File: config.mk
export PLATFORM = sky130hd
export DESIGN_NAME = dac_frame_tx
export DESIGN_NICKNAME = d
export VERILOG_FILES = /design/src/rtl/dac_tx_pkg.sv /design/src/rtl/dac_tx_timer.sv /design/src/rtl/dac_tx_shifter.sv /design/src/rtl/dac_frame_tx.sv
export SDC_FILE = /design/constraint.sdc
export NUM_CORES = 1
export LEC_CHECK = 0
export ABC_AREA = 0
export BUFFER_PORTS_ARGS = -buffer_cell sky130_fd_sc_hd__buf_2
export CAP_MARGIN = 0
export CELL_PAD_IN_SITES_DETAIL_PLACEMENT = 1
export CELL_PAD_IN_SITES_GLOBAL_PLACEMENT = 1
export CORE_UTILIZATION = 30
export CTS_BUF_LIST = sky130_fd_sc_hd__clkbuf_8 sky130_fd_sc_hd__clkbuf_16
export CTS_CLUSTER_SIZE = 14
export DETAILED_ROUTE_END_ITERATION = 7
export GPL_TIMING_DRIVEN = 0
export HOLD_SLACK_MARGIN = 0.03
export PLACE_DENSITY_LB_ADDON = 0.1
export SLEW_MARGIN = 20
export SYNTH_ARGS = -nofsm -noshare
export SYNTH_HDL_FRONTEND = slang
export SYNTH_SLANG_ARGS = --single-unit
File: constraint.sdc
create_clock -name clk -period 4 [get_ports clk]
set_input_delay 0.6 -clock clk [delete_from_list [all_inputs] [get_ports clk]]
set_output_delay 0.6 -clock clk [all_outputs]
set_load 0.01 [all_outputs]
File: src/rtl/dac_tx_pkg.sv
package dac_tx_pkg;
  localparam int FRAME_W = 16;
  localparam int CODE_W  = 8;
  localparam int MODE_W  = 2;

  typedef enum logic [2:0] {
    ST_IDLE,
    ST_PULSE,
    ST_SETUP,
    ST_HIGH,
    ST_LOW
  } tx_state_t;

  // word layout: [15:14]=0, [13:12]=mode, [11:4]=code, [3:0]=0
  function automatic logic [FRAME_W-1:0] pack_word(input logic [CODE_W-1:0] code,
                                                   input logic [MODE_W-1:0] mode);
    return {2'b00, mode, code, 4'b0000};
  endfunction
endpackage

File: src/rtl/dac_tx_timer.sv
module dac_tx_timer #(
  parameter int W = 4
) (
  input  logic         clk,
  input  logic         rst_n,
  input  logic         load,
  input  logic [W-1:0] load_val,
  output logic         expired
);
  logic [W-1:0] cnt;

  always_ff @(posedge clk) begin
    if (!rst_n)          cnt <= '0;
    else if (load)       cnt <= load_val;
    else if (cnt != '0)  cnt <= cnt - 1'b1;
  end

  assign expired = (cnt == '0);

  AST_TMR_LOAD: assert property (@(posedge clk) disable iff (!rst_n)
    load |=> (cnt == $past(load_val)));
endmodule

File: src/rtl/dac_tx_shifter.sv
module dac_tx_shifter #(
  parameter int W = 16
) (
  input  logic         clk,
  input  logic         rst_n,
  input  logic         load,
  input  logic [W-1:0] load_val,
  input  logic         shift,
  output logic         msb
);
  logic [W-1:0] sr;

  always_ff @(posedge clk) begin
    if (!rst_n)     sr <= '0;
    else if (load)  sr <= load_val;
    else if (shift) sr <= {sr[W-2:0], 1'b0};
  end

  assign msb = sr[W-1];

  AST_SHIFT_MOVES: assert property (@(posedge clk) disable iff (!rst_n)
    (shift && !load) |=> (sr[W-1] == $past(sr[W-2])));
endmodule

File: src/rtl/dac_frame_tx.sv
module dac_frame_tx
  import dac_tx_pkg::*;
#(
  parameter int HALF_CYC    = 3,
  parameter int SYNC_HI_CYC = 3,
  parameter int SETUP_CYC   = 2
) (
  input  logic              clk,
  input  logic              rst_n,
  input  logic              in_valid,
  output logic              in_ready,
  input  logic [CODE_W-1:0] in_code,
  input  logic [MODE_W-1:0] in_mode,
  output logic              done_o,
  output logic              sync_o,
  output logic              sclk_o,
  output logic              din_o
);
  localparam int MAXC1 = (HALF_CYC > SYNC_HI_CYC) ? HALF_CYC : SYNC_HI_CYC;
  localparam int MAXC  = (MAXC1 > SETUP_CYC) ? MAXC1 : SETUP_CYC;
  localparam int TW    = $clog2(MAXC + 1);
  localparam int BW    = $clog2(FRAME_W);

  tx_state_t      st;
  logic [BW-1:0]  bit_cnt;
  logic           accept, last_bit, tmr_exp, tmr_load, do_shift, sh_msb;
  logic [TW-1:0]  tmr_val;

  assign in_ready = (st == ST_IDLE);
  assign accept   = in_valid && in_ready;
  assign last_bit = (bit_cnt == BW'(FRAME_W - 1));

  always_comb begin
    tmr_load = 1'b0;
    tmr_val  = '0;
    do_shift = 1'b0;
    case (st)
      ST_IDLE:  if (accept)  begin tmr_load = 1'b1; tmr_val = TW'(SYNC_HI_CYC - 1); end
      ST_PULSE: if (tmr_exp) begin tmr_load = 1'b1; tmr_val = TW'(SETUP_CYC - 1); end
      ST_SETUP: if (tmr_exp) begin tmr_load = 1'b1; tmr_val = TW'(HALF_CYC - 1); do_shift = 1'b1; end
      ST_HIGH:  if (tmr_exp) begin tmr_load = 1'b1; tmr_val = TW'(HALF_CYC - 1); end
      ST_LOW:   if (tmr_exp && !last_bit) begin
                  tmr_load = 1'b1; tmr_val = TW'(HALF_CYC - 1); do_shift = 1'b1;
                end
      default: ;
    endcase
  end

  dac_tx_timer #(.W(TW)) u_timer (
    .clk(clk), .rst_n(rst_n), .load(tmr_load), .load_val(tmr_val), .expired(tmr_exp)
  );

  dac_tx_shifter #(.W(FRAME_W)) u_shift (
    .clk(clk), .rst_n(rst_n), .load(accept), .load_val(pack_word(in_code, in_mode)),
    .shift(do_shift), .msb(sh_msb)
  );

  always_ff @(posedge clk) begin
    if (!rst_n) begin
      st      <= ST_IDLE;
      bit_cnt <= '0;
      sync_o  <= 1'b0;
      sclk_o  <= 1'b0;
      din_o   <= 1'b0;
      done_o  <= 1'b0;
    end else begin
      done_o <= 1'b0;
      case (st)
        ST_IDLE: if (accept) begin
          st     <= ST_PULSE;
          sync_o <= 1'b1;
        end
        ST_PULSE: if (tmr_exp) begin
          st     <= ST_SETUP;
          sync_o <= 1'b0;
        end
        ST_SETUP: if (tmr_exp) begin
          st     <= ST_HIGH;
          sclk_o <= 1'b1;
          din_o  <= sh_msb;
        end
        ST_HIGH: if (tmr_exp) begin
          st     <= ST_LOW;
          sclk_o <= 1'b0;
        end
        ST_LOW: if (tmr_exp) begin
          if (last_bit) begin
            st      <= ST_IDLE;
            bit_cnt <= '0;
            din_o   <= 1'b0;
            done_o  <= 1'b1;
          end else begin
            st      <= ST_HIGH;
            bit_cnt <= bit_cnt + 1'b1;
            sclk_o  <= 1'b1;
            din_o   <= sh_msb;
          end
        end
        default: st <= ST_IDLE;
      endcase
    end
  end

  // run-length counters for width checks
  logic        sclk_q, sync_q;
  logic [15:0] sclk_run, sync_run;
  always_ff @(posedge clk) begin
    if (!rst_n) begin
      sclk_q <= 1'b0; sync_q <= 1'b0; sclk_run <= '0; sync_run <= '0;
    end else begin
      sclk_q <= sclk_o;
      sync_q <= sync_o;
      sclk_run <= (sclk_o != sclk_q) ? 16'd1 : ((sclk_run != '1) ? sclk_run + 1'b1 : sclk_run);
      sync_run <= (sync_o != sync_q) ? 16'd1 : ((sync_run != '1) ? sync_run + 1'b1 : sync_run);
    end
  end

  AST_DIN_STABLE: assert property (@(posedge clk) disable iff (!rst_n)
    $fell(sclk_o) |-> $stable(din_o));
  AST_SYNC_QUIET_CLK: assert property (@(posedge clk) disable iff (!rst_n)
    sync_o |-> !sclk_o);
  AST_SYNC_WIDTH: assert property (@(posedge clk) disable iff (!rst_n)
    $fell(sync_o) |-> (sync_run >= 16'(SYNC_HI_CYC)));
  AST_SCLK_HIGH_MIN: assert property (@(posedge clk) disable iff (!rst_n)
    $fell(sclk_o) |-> (sclk_run >= 16'(HALF_CYC)));
  AST_READY_IDLE: assert property (@(posedge clk) disable iff (!rst_n)
    in_ready |-> (!sync_o && !sclk_o && !din_o));
  AST_BUSY_AFTER_ACCEPT: assert property (@(posedge clk) disable iff (!rst_n)
    accept |=> !in_ready);
  AST_DONE_PULSE: assert property (@(posedge clk) disable iff (!rst_n)
    done_o |=> !done_o);
  AST_SYNC_LOW_BITS: assert property (@(posedge clk) disable iff (!rst_n)
    sclk_o |-> !sync_o && !in_ready);
endmodule

==> results of run 1 <==
[area by class of cell]
| type | count | area [um2] |
|---|---|---|
| clock inverters | 1 | 3.75 |
| plain buffers | 10 | 61.3 |
| repair buffers | 17 | 85.1 |
| multi-input cells | 103 | 686 |
| fillers | 484 | 2560 |
| inverters | 7 | 26.3 |
| flip-flops and latches | 25 | 500 |
| clock buffers | 3 | 41.3 |
| well taps | 50 | 62.6 |
[tightest hold or removal path, stage by stage (launching register included)]
cell     delay, ns
dfxtp_1       0.32
nand3_1       0.06
o21ai_1       0.05
[sequential cells by signal, indices dropped and copies added (netlist names)]
signal and count:
done_o 1, sync_o 1, u_timer.cnt 2, sclk_o 1, bit_cnt 4, din_o 1
u_shift.sr 12, st 3
[layout by cell type (no fill, tap or decap)]
master | netlist | final
a211o_1 | 1 | 1
o211ai_2 | 1 | 1
nor4b_2 | 1 | 1
and2_1 | 6 | 6
a31oi_1 | 1 | 1
or4b_1 | 1 | 1
a41oi_1 | 1 | 1
nand2_1 | 28 | 28
clkbuf_8 | 0 | 3
o21ai_0 | 4 | 4
nor2b_1 | 2 | 2
a21oi_1 | 4 | 4
o211a_1 | 9 | 9
a21boi_0 | 1 | 1
and3_1 | 2 | 2
nor2_1 | 5 | 5
dfxtp_1 | 25 | 25
nor3_1 | 3 | 3
nand2b_1 | 1 | 1
buf_4 | 3 | 3
and4bb_4 | 1 | 1
buf_6 | 1 | 1
clkbuf_1 | 2 | 2
a21boi_1 | 1 | 1
inv_1 | 7 | 8
o21a_1 | 1 | 1
o32ai_1 | 1 | 1
mux2i_1 | 3 | 3
buf_2 | 4 | 21
xnor2_1 | 3 | 3
nand3_1 | 10 | 10
or3_1 | 2 | 2
o211ai_1 | 1 | 1
ha_1 | 2 | 2
o221ai_4 | 1 | 1
nor4bb_4 | 1 | 1
nand4bb_1 | 1 | 1
o21ai_1 | 3 | 3
o311a_1 | 1 | 1
[kinds of logic after synthesis]
family                     synth area share, %
AOI/OAI and AO/OA                         20.1
xor gates and xnor gates                  2.06
adders and majority gates                 1.96
buffers and inverters                     6.88
DFF                                       39.3
muxes                                     2.36
and+or+nand+nor                           27.3
[report_power, final]
| group | total, mW | internal, mW | switching, mW |
|---|---|---|---|
| clock | 0.151 | 0.0688 | 0.0824 |
| sequential | 0.343 | 0.310 | 0.0321 |
| combinational | 0.426 | 0.188 | 0.238 |
[routing by layer]
| metal | wire length, um | vias to the layer above | global-route usage (%) |
|---|---|---|---|
| li1 | - | 549 | - |
| met1 | 1390 | 503 | 17.8 |
| met2 | 1480 | 12 | 25.4 |
| met3 | 58 | 5 | 2.53 |
| met4 | 46 | 0 | 5.59 |
| met5 | 0 | - | 0 |
[per-stage QoR]
stage | hold WS [ns] | power [mW]
5_1_grt | 0.501 | 0.998
2_1_floorplan | 0.440 | 0.675
6_report | 0.480 | 0.920
3_5_place_dp | 0.468 | 0.782
4_1_cts | 0.482 | 0.938
3_3_place_gp | 0.451 | 0.760
[worst paths after layout]
kind	start	end	slack, ns	cells after the start
worst max-delay path	u_timer.cnt[0]$_SDFFE_PN0P_	u_shift.sr[5]$_SDFFE_PN0P_	2.15	8
worst max register to register	u_timer.cnt[0]$_SDFFE_PN0P_	u_shift.sr[5]$_SDFFE_PN0P_	2.15	8
worst min register to register	u_timer.cnt[1]$_SDFFE_PN0P_	u_timer.cnt[1]$_SDFFE_PN0P_	0.48	2
worst min-delay path	u_timer.cnt[1]$_SDFFE_PN0P_	u_timer.cnt[1]$_SDFFE_PN0P_	0.48	2
==> impl_metrics.json, run 1 <==
{
  "start_util_pct": 31.6,
  "cts_buffers": 3,
  "dieHeight_um": 67.2,
  "htreeDepth": 1,
  "track_usage_pct": 14.6,
  "status": "complete, no violations",
  "synth_area_mm2": 0.00127,
  "antenna_found_initial": 0,
  "cts_resized": 0,
  "yosys.area.top_type_share_pct": 39.3,
  "finClkSkew_ns": 0.00570,
  "critPathTopFamily": "buffers and inverters",
  "ys_top_cells_by_area": "dfxtp_1, nand2_1, o211a_1",
  "area_growth_pct": 15.1,
  "synth_most_common_cell": "nand2_1",
  "rsz0062_at_grt": "false",
  "ios": 18,
  "synthTopCellsByCount": "nand2_1, dfxtp_1, nand3_1, o211a_1, inv_1",
  "async_flop_share_pct": 0,
  "grt_max_degree": 14,
  "rows": 23,
  "hold_buffers": 0,
  "crit_path_start_kind": "flip-flop",
  "worstSetupPathType": "flip-flop to flip-flop",
  "drt_iter0_drc": 42,
  "cts_tree": "built",
  "fin_util_pct": 36.4,
  "vias_per_cell": 4.95,
  "diodes": 0,
  "max_slew_margin_pct": 70.0,
  "endpoint_kind": "flip-flop",
  "die-area_mm2": 0.00451,
  "synth_seq_cells": 25,
  "grt_pass1_wl_um": 4860,
  "wl_per_cell_um": 13.8,
  "clk_latency_ns": 0.27,
  "dp_cells": 212,
  "syn_inst": 145,
  "worstPathRequired_ns": 4.17,
  "drtPass1Iterations": 4,
  "period_share_pct": 46.2,
  "final_cells": 216,
  "fin_area_mm2": 0.00147,
  "syn_nets": 160,
  "finalSetupViolCount": 0,
  "port_buffers": 17,
  "setup_ws_ns": 2.15,
  "clk_pin_slew_ns": 0.09,
  "synth_area_leader_cell": "dfxtp_1",
  "yosysSeqAreaShare_pct": 39.3,
  "max_cap_viol_count": 0,
  "gp_congestion": 0.745,
  "cpPeakStageDelay_ns": 0.38,
  "dp_hpwl_um": 2230,
  "final_nets": 182,
  "cts_sinks": 25,
  "period_minus_slack_ns": 1.85,
  "drc_errors": 0,
  "worstPathCellList": "inv_1 -> ha_1 -> buf_2 -> nor4bb_4 -> a211o_1 -> buf_4 -> o211ai_2 -> o211a_1",
  "syn_area_per_cell_um2": 8.78,
  "cts_root_buf": "clkbuf_8",
  "cts_setup_buffers": 0,
  "pre_cts_ws_ns": 2.14,
  "path_max_fanout": 10,
  "yosys_warnings": 0,
  "synth.distinct_cells": 38,
  "drive_gt1_share_pct": 19.9,
  "slew_viol_final": 0,
  "tns_ns": 0,
  "ant_nets": 0,
  "synth_edf_count": 0,
  "leakagePower_nw": 0.676,
  "core_region_area_mm2": 0.00403,
  "place_area_mm2": 0.00142,
  "worst_pin_slew_ns": 0.450,
  "die_x_um": 67.2,
  "cts_buffer_depth": 2,
  "ir_drop_mv": 0.209,
  "timing.fmax_mhz": 541,
  "grt_pass1_vias": 1023,
  "gr-total-overflow": 0,
  "arrival_ns": 2.02,
  "hold_path.class": "flip-flop to flip-flop",
  "critPathBufInv": 3,
  "synthFlopType": "dfxtp_1",
  "vias": 1069,
  "pwr_density_cell_mw_per_mm2": 627,
  "finalHoldViolCount": 0,
  "wl_um": 2980,
  "cpMaxStageDelayCell": "nor4bb_4"
}
Power figures use the tool's default switching activity.
==> run 2, diff against run 1 <==
ABC_AREA = 1   (was 0)
clock period = 1.8 ns   (was 4 ns; I/O delays follow)
==> impl_metrics.json, run 2 <==
{
  "status": "complete, no violations",
  "leakagePower_nw": 0.626,
  "syn_inst": 180,
  "hold_path.class": "input pin to flip-flop",
  "vias_per_cell": 4.87,
  "cts_buffers": 3,
  "slew_viol_final": 0,
  "gp_congestion": 0.849,
  "cts_sinks": 25,
  "whs_ns": 0.237,
  "area_growth_pct": 15.1,
  "antenna_found_initial": 0,
  "final_nets": 217,
  "yosys_warnings": 0,
  "finalSetupViolCount": 0,
  "timing.fmax_mhz": 615,
  "grt_pass1_vias": 1157,
  "die_x_um": 67.4,
  "reg_top3": "u_shift.sr (12), bit_cnt (4), st (3)",
  "vias": 1223,
  "htreeDepth": 1,
  "clk_pin_slew_ns": 0.10,
  "synth.distinct_cells": 26,
  "place_area_mm2": 0.00143,
  "pwr_density_cell_mw_per_mm2": 1230,
  "finalHoldViolCount": 0,
  "cts_tree": "built",
  "drtPass1Iterations": 4,
  "die-area_mm2": 0.00454,
  "synth_area_leader_cell": "dfxtp_1",
  "cts_root_buf": "clkbuf_8",
  "drive_gt1_share_pct": 24.9,
  "max_slew_margin_pct": 61.1,
  "wl_per_cell_um": 13.2,
  "mostFrequentLayoutCells": "nand2_1, dfxtp_1, a21oi_1, buf_2, nand2_2",
  "yosysSeqAreaShare_pct": 39.1,
  "synth_most_common_cell": "nand2_1",
  "synth_edf_count": 0,
  "syn_area_per_cell_um2": 7.12,
  "grt_max_degree": 15,
  "cts_resized": 0,
  "async_flop_share_pct": 0,
  "grt_pass1_wl_um": 5510,
  "rows": 23,
  "reg2reg_from": "bit_cnt[1]$_SDFFE_PN0P_",
  "track_usage_pct": 16.6,
  "drc_errors": 0,
  "dp_cells": 247,
  "ir_drop_mv": 0.691,
  "tns_ns": 0,
  "hold_path_depth": 3,
  "cts_buffer_depth": 2,
  "yosys.area.top_type_share_pct": 39.1,
  "crit_path_start_kind": "flip-flop",
  "rr_worst_depth": 8,
  "rsz0062_at_grt": "false",
  "diodes": 0,
  "worstPathRequired_ns": 1.93,
  "ys_top_cells_by_area": "dfxtp_1, nand2_1, a21oi_1",
  "period_share_pct": 90.3,
  "fillerInstances": 528,
  "syn_nets": 195,
  "reg2reg_to": "u_shift.sr[7]$_SDFFE_PN0P_",
  "path_max_fanout": 9,
  "finClkSkew_ns": 0.0108,
  "drt_iter0_drc": 68,
  "core_region_area_mm2": 0.00406,
  "fin_total_pwr_mw": 1.82,
  "final_cells": 251,
  "ios": 18,
  "hold_buffers": 0,
  "hp-start": "in_code[0]",
  "dp_hpwl_um": 2540,
  "port_buffers": 17,
  "worstSetupPathType": "flip-flop to flip-flop",
  "largest_reg_flops": 12,
  "wl_um": 3310,
  "gr-total-overflow": 0,
  "synthTopCellsByCount": "nand2_1, dfxtp_1, a21oi_1, nand2_2, nand3_1",
  "final_common_cell": "nand2_1",
  "max_cap_viol_count": 0,
  "regMostFlops": "u_shift.sr",
  "period_minus_slack_ns": 1.63,
  "dieHeight_um": 67.4,
  "clk_latency_ns": 0.27,
  "synth_area_mm2": 0.00128,
  "arrival_ns": 1.76,
  "synth_seq_cells": 25,
  "cts_setup_buffers": 0,
  "ant_nets": 0,
  "hold_path_end": "u_shift.sr[4]$_SDFFE_PN0P_",
  "endpoint_kind": "flip-flop",
  "rrSetupSlack_ns": 0.17,
  "start_util_pct": 31.6,
  "worst_pin_slew_ns": 0.584,
  "fin_area_mm2": 0.00148,
  "synthFlopType": "dfxtp_1"
}
[run 2: cell types whose count changed after synthesis, sizes merged, moves of 4 or more]
cell / delta
nor2: +7
o211a: -9
nand4: +4
buf: -4
a21oi: +18
nand2: +44
and2: -6
inv: +5
[run 2: worst max path at each step]
stage                             endpoint  cells past startpoint  slack, ns                     from
3_5_place_dp   u_shift.sr[11]$_SDFFE_PN0P_                      8       0.19  bit_cnt[0]$_SDFFE_PN0P_
3_3_place_gp   u_shift.sr[13]$_SDFFE_PN0P_                      8       0.20  bit_cnt[1]$_SDFFE_PN0P_
6_report        u_shift.sr[7]$_SDFFE_PN0P_                      8       0.17  bit_cnt[1]$_SDFFE_PN0P_
2_1_floorplan  u_shift.sr[11]$_SDFFE_PN0P_                      8       0.46  bit_cnt[0]$_SDFFE_PN0P_
5_1_grt         u_shift.sr[8]$_SDFFE_PN0P_                      8      0.002  bit_cnt[1]$_SDFFE_PN0P_
4_1_cts        u_shift.sr[11]$_SDFFE_PN0P_                      8       0.16  bit_cnt[0]$_SDFFE_PN0P_
[run 2: critical path: stages (launching register included)]
cell and delay [ns]:
dfxtp_1 0.38, ha_1 0.22, nand3_1 0.19, nand3_1 0.19
nand2_1 0.09, nand2_2 0.11, nand2_2 0.14, nand2_1 0.10
a21oi_1 0.06
[run 2: final cells by class]
type / count / area (um2) / area share [%]
Clock buffer: 3 / 41.3 / 2.80
Tap cell: 50 / 62.6 / 4.24
Buffer: 5 / 36.3 / 2.46
Clock inverter: 1 / 5.00 / 0.339
Multi-Input combinational cell: 137 / 696 / 47.2
Timing Repair Buffer: 17 / 85.1 / 5.77
Inverter: 13 / 48.8 / 3.31
Sequential cell: 25 / 500 / 33.9
[run 2: kinds of logic (layout without fill, tap and decap cells)]
| family | count (synthesis) | after routing | share of synthesized area [%] |
|---|---|---|---|
| adders and majority gates | 2 | 2 | 1.95 |
| buffers and inverters | 18 | 39 | 6.64 |
| and+or+nand+nor | 103 | 103 | 39.0 |
| AOI/OAI and AO/OA | 31 | 31 | 12.7 |
| DFF | 25 | 25 | 39.1 |
| xor gates and xnor gates | 1 | 1 | 0.684 |
[run 2: power breakdown]
group	internal, mW	leakage (nW)	total [mW]	switching (mW)
registers	0.630	0.203	0.689	0.0592
logic	0.278	0.397	0.788	0.510
clock network	0.155	0.0255	0.340	0.185
total	1.06	0.626	1.82	0.754
[run 2: metal layers]
layer / part of all wire (%) / wire, um / global-route usage [%] / vias to the layer above
li1: - / - / - / 628
met1: 47 / 1560 / 20.7 / 579
met2: 50 / 1640 / 28.5 / 14
met3: 2.5 / 82 / 4.05 / 2
met4: 0.70 / 23 / 3.99 / 0
met5: 0 / 0 / 0 / -
[run 2: stage by stage]
step,utilization [%],setup WS [ns]
2_1_floorplan,-,0.462
3_3_place_gp,35.2,0.197
3_5_place_dp,35.2,0.193
4_1_cts,36.4,0.159
5_1_grt,36.4,0.00185
6_report,36.4,0.174
==> run 3, diff against run 2 <==
SYNTH_HIERARCHICAL = 1   (was unset)
==> impl_metrics.json, run 3 <==
{
  "dieHeight_um": 73.8,
  "largest_reg_flops": 16,
  "cts_buffer_depth": 2,
  "dp_cells": 320,
  "synth_edf_count": 0,
  "hold_path.class": "input pin to flip-flop",
  "hold_path_depth": 5,
  "critPathTopFamily": "simple AND/OR/NAND/NOR gates",
  "final_cells": 332,
  "synthTopCellsByCount": "nand2_1, nand3_1, dfxtp_1, inv_1, nor2_1",
  "synth.distinct_cells": 28,
  "fin_total_pwr_mw": 2.84,
  "whs_ns": 0.284,
  "final_common_cell": "nand2_1",
  "crit_path_start_kind": "flip-flop",
  "gp_congestion": 0.713,
  "ir_drop_mv": 0.423,
  "wl_per_cell_um": 11.4,
  "vias": 1461,
  "area_growth_pct": 25.0,
  "setup_ws_ns": 0.129,
  "cpPeakStageDelay_ns": 0.37,
  "port_buffers": 17,
  "synthFlopType": "dfxtp_1",
  "grt_pass1_vias": 1444,
  "yosysSeqAreaShare_pct": 37.5,
  "place_area_mm2": 0.00174,
  "cts_root_buf": "clkbuf_8",
  "die-area_mm2": 0.00545,
  "period_share_pct": 92.8,
  "grt_max_degree": 14,
  "internal_power_mw": 1.67,
  "worstPathCellList": "ha_4 -> nand2_1 -> nor2_2 -> nor2_4 -> nand2_4 -> nand2_1 -> buf_6 -> nor2_8 -> clkbuf_16 -> nand2_1 -> nand3_1 -> nand2_1 -> inv_1",
  "track_usage_pct": 16.2,
  "clk_latency_ns": 0.28,
  "rsz0062_at_grt": "false",
  "regMostFlops": "u_shift/sr",
  "fin_util_pct": 39.9,
  "combPwrFrac_pct": 49.1,
  "finalSetupViolCount": 0,
  "rows": 25,
  "leakagePower_nw": 0.998,
  "ant_nets": 0,
  "diodes": 0,
  "ys_top_cells_by_area": "dfxtp_1, nand2_1, nand3_1",
  "power_switching_mw": 1.16,
  "synth_area_mm2": 0.00155,
  "timing.fmax_mhz": 599,
  "pre_cts_ws_ns": -0.00356,
  "path_max_fanout": 8,
  "tns_ns": 0,
  "synth_area_leader_cell": "dfxtp_1",
  "rr_worst_depth": 13,
  "max_cap_viol_count": 0,
  "yosys_warnings": 6,
  "htreeDepth": 2,
  "dp_hpwl_um": 2670,
  "p_seq_share_pct": 31.9,
  "regArea_um2": 587,
  "fin_area_mm2": 0.00193,
  "reg_top3": "u_shift/sr (16), bit_cnt (4), st (3)",
  "die_x_um": 73.8,
  "yosys.area.top_type_share_pct": 37.5,
  "drt_iter0_drc": 75,
  "clk_pin_slew_ns": 0.06,
  "fillerInstances": 644,
  "cp.depth": 13,
  "syn_inst": 231,
  "power_frac_clock_pct": 19.0,
  "drtPass1Iterations": 4,
  "pwr_density_cell_mw_per_mm2": 1470,
  "worstPathRequired_ns": 2.03,
  "synth_most_common_cell": "nand2_1",
  "start_util_pct": 31.9,
  "final_nets": 280,
  "wl_um": 3790,
  "status": "complete, no violations",
  "cts_tree": "built",
  "endpoint_kind": "flip-flop",
  "gr-total-overflow": 0,
  "cpMaxStageDelayCell": "dfxtp_4",
  "drive_gt1_share_pct": 21.9,
  "period_minus_slack_ns": 1.67,
  "synth_seq_cells": 29,
  "grt_pass1_wl_um": 6540,
  "vias_per_cell": 4.40,
  "ios": 18,
  "worstSetupPathType": "flip-flop to flip-flop",
  "cts_sinks": 29,
  "cts_buffers": 5,
  "slew_viol_final": 0,
  "async_flop_share_pct": 0,
  "crit_path_frequent_cell": "nand2_1",
  "multiInputGateArea_um2": 833,
  "syn_area_per_cell_um2": 6.70,
  "mostFrequentLayoutCells": "nand2_1, nand3_1, inv_1, dfxtp_1, buf_2",
  "finalHoldViolCount": 0,
  "critPathBufInv": 3,
  "antenna_found_initial": 0,
  "finClkSkew_ns": 0.00595,
  "drc_errors": 0,
  "core_region_area_mm2": 0.00485,
  "arrival_ns": 1.90,
  "switching_share_pct": 41.0
}
==> run 3: cell families (layout without fill, tap and decap cells) <==
logic type	count (synthesis)	after routing	share of synthesized area, %
buffers and inverters	42	71	12.3
AND/OR/NAND/NOR	135	135	40.4
AO/OA/AOI/OAI	21	21	7.36
XOR/XNOR	1	1	0.566
flip-flops	29	29	37.5
adder cells (fa/ha/maj)	2	2	1.62
other	1	6	0.242
==> run 3: worst paths after layout <==
path                           startpoint                    endpoint  slack (ns)
setup / recovery  bit_cnt[0]$_SDFFE_PN0P_  u_shift/sr[5]$_SDFFE_PN0P_        0.13
hold reg to reg       sync_o$_SDFFE_PN0P_         sync_o$_SDFFE_PN0P_        0.47
hold / removal                 in_code[2]  u_shift/sr[6]$_SDFFE_PN0P_        0.28
setup reg to reg  bit_cnt[0]$_SDFFE_PN0P_  u_shift/sr[5]$_SDFFE_PN0P_        0.13
==> run 3: repair_timing <==
action / 4_1_cts / 5_1_grt
resized for setup: 1 / 14
buffers inserted: 0 / 4
cloned: 0 / 1
pin swaps: 0 / 3
hold endpoints to repair: 0 / 0
hold buffers: 0 / 0
endpoints found under the setup margin: 7 / 15
==> run 3: power by group through the flow <==
stage | combinational (mW) | clock [mW] | sequential (mW)
4_1_cts | 1.24 | 0.567 | 0.902
2_1_floorplan | 0.952 | 0 | 0.899
6_report | 1.39 | 0.540 | 0.904
3_5_place_dp | 1.23 | 0 | 0.915
5_1_grt | 1.63 | 0.588 | 0.923
3_3_place_gp | 1.23 | 0 | 0.912
==> run 3: layer usage <==
layer / up-vias / track usage [%] / routed length, um
li1: 786 / - / -
met1: 657 / 22.5 / 2000
met2: 14 / 23.3 / 1620
met3: 4 / 3.70 / 110
met4: 0 / 7.69 / 55
met5: - / 0 / 0
==> run 3: area by class of cell <==
type                            instances  area share [%]
Clock inverter                          1           0.194
Clock buffer                            6            4.27
Buffer                                  7            3.75
Tap cell                               67            4.33
Sequential cell                        29            30.3
Inverter                               35            6.79
Timing Repair Buffer                   22            7.24
Multi-Input combinational cell        165            43.1
==> run 3: worst reg2reg max path, cell delays in order, from the launching register on <==
cell       delay, ns
dfxtp_4         0.37
ha_4            0.14
nand2_1         0.06
nor2_2          0.15
nor2_4          0.07
nand2_4         0.07
nand2_1         0.06
buf_6           0.14
nor2_8          0.18
clkbuf_16       0.18
nand2_1         0.05
nand3_1         0.06
nand2_1         0.05
inv_1           0.05
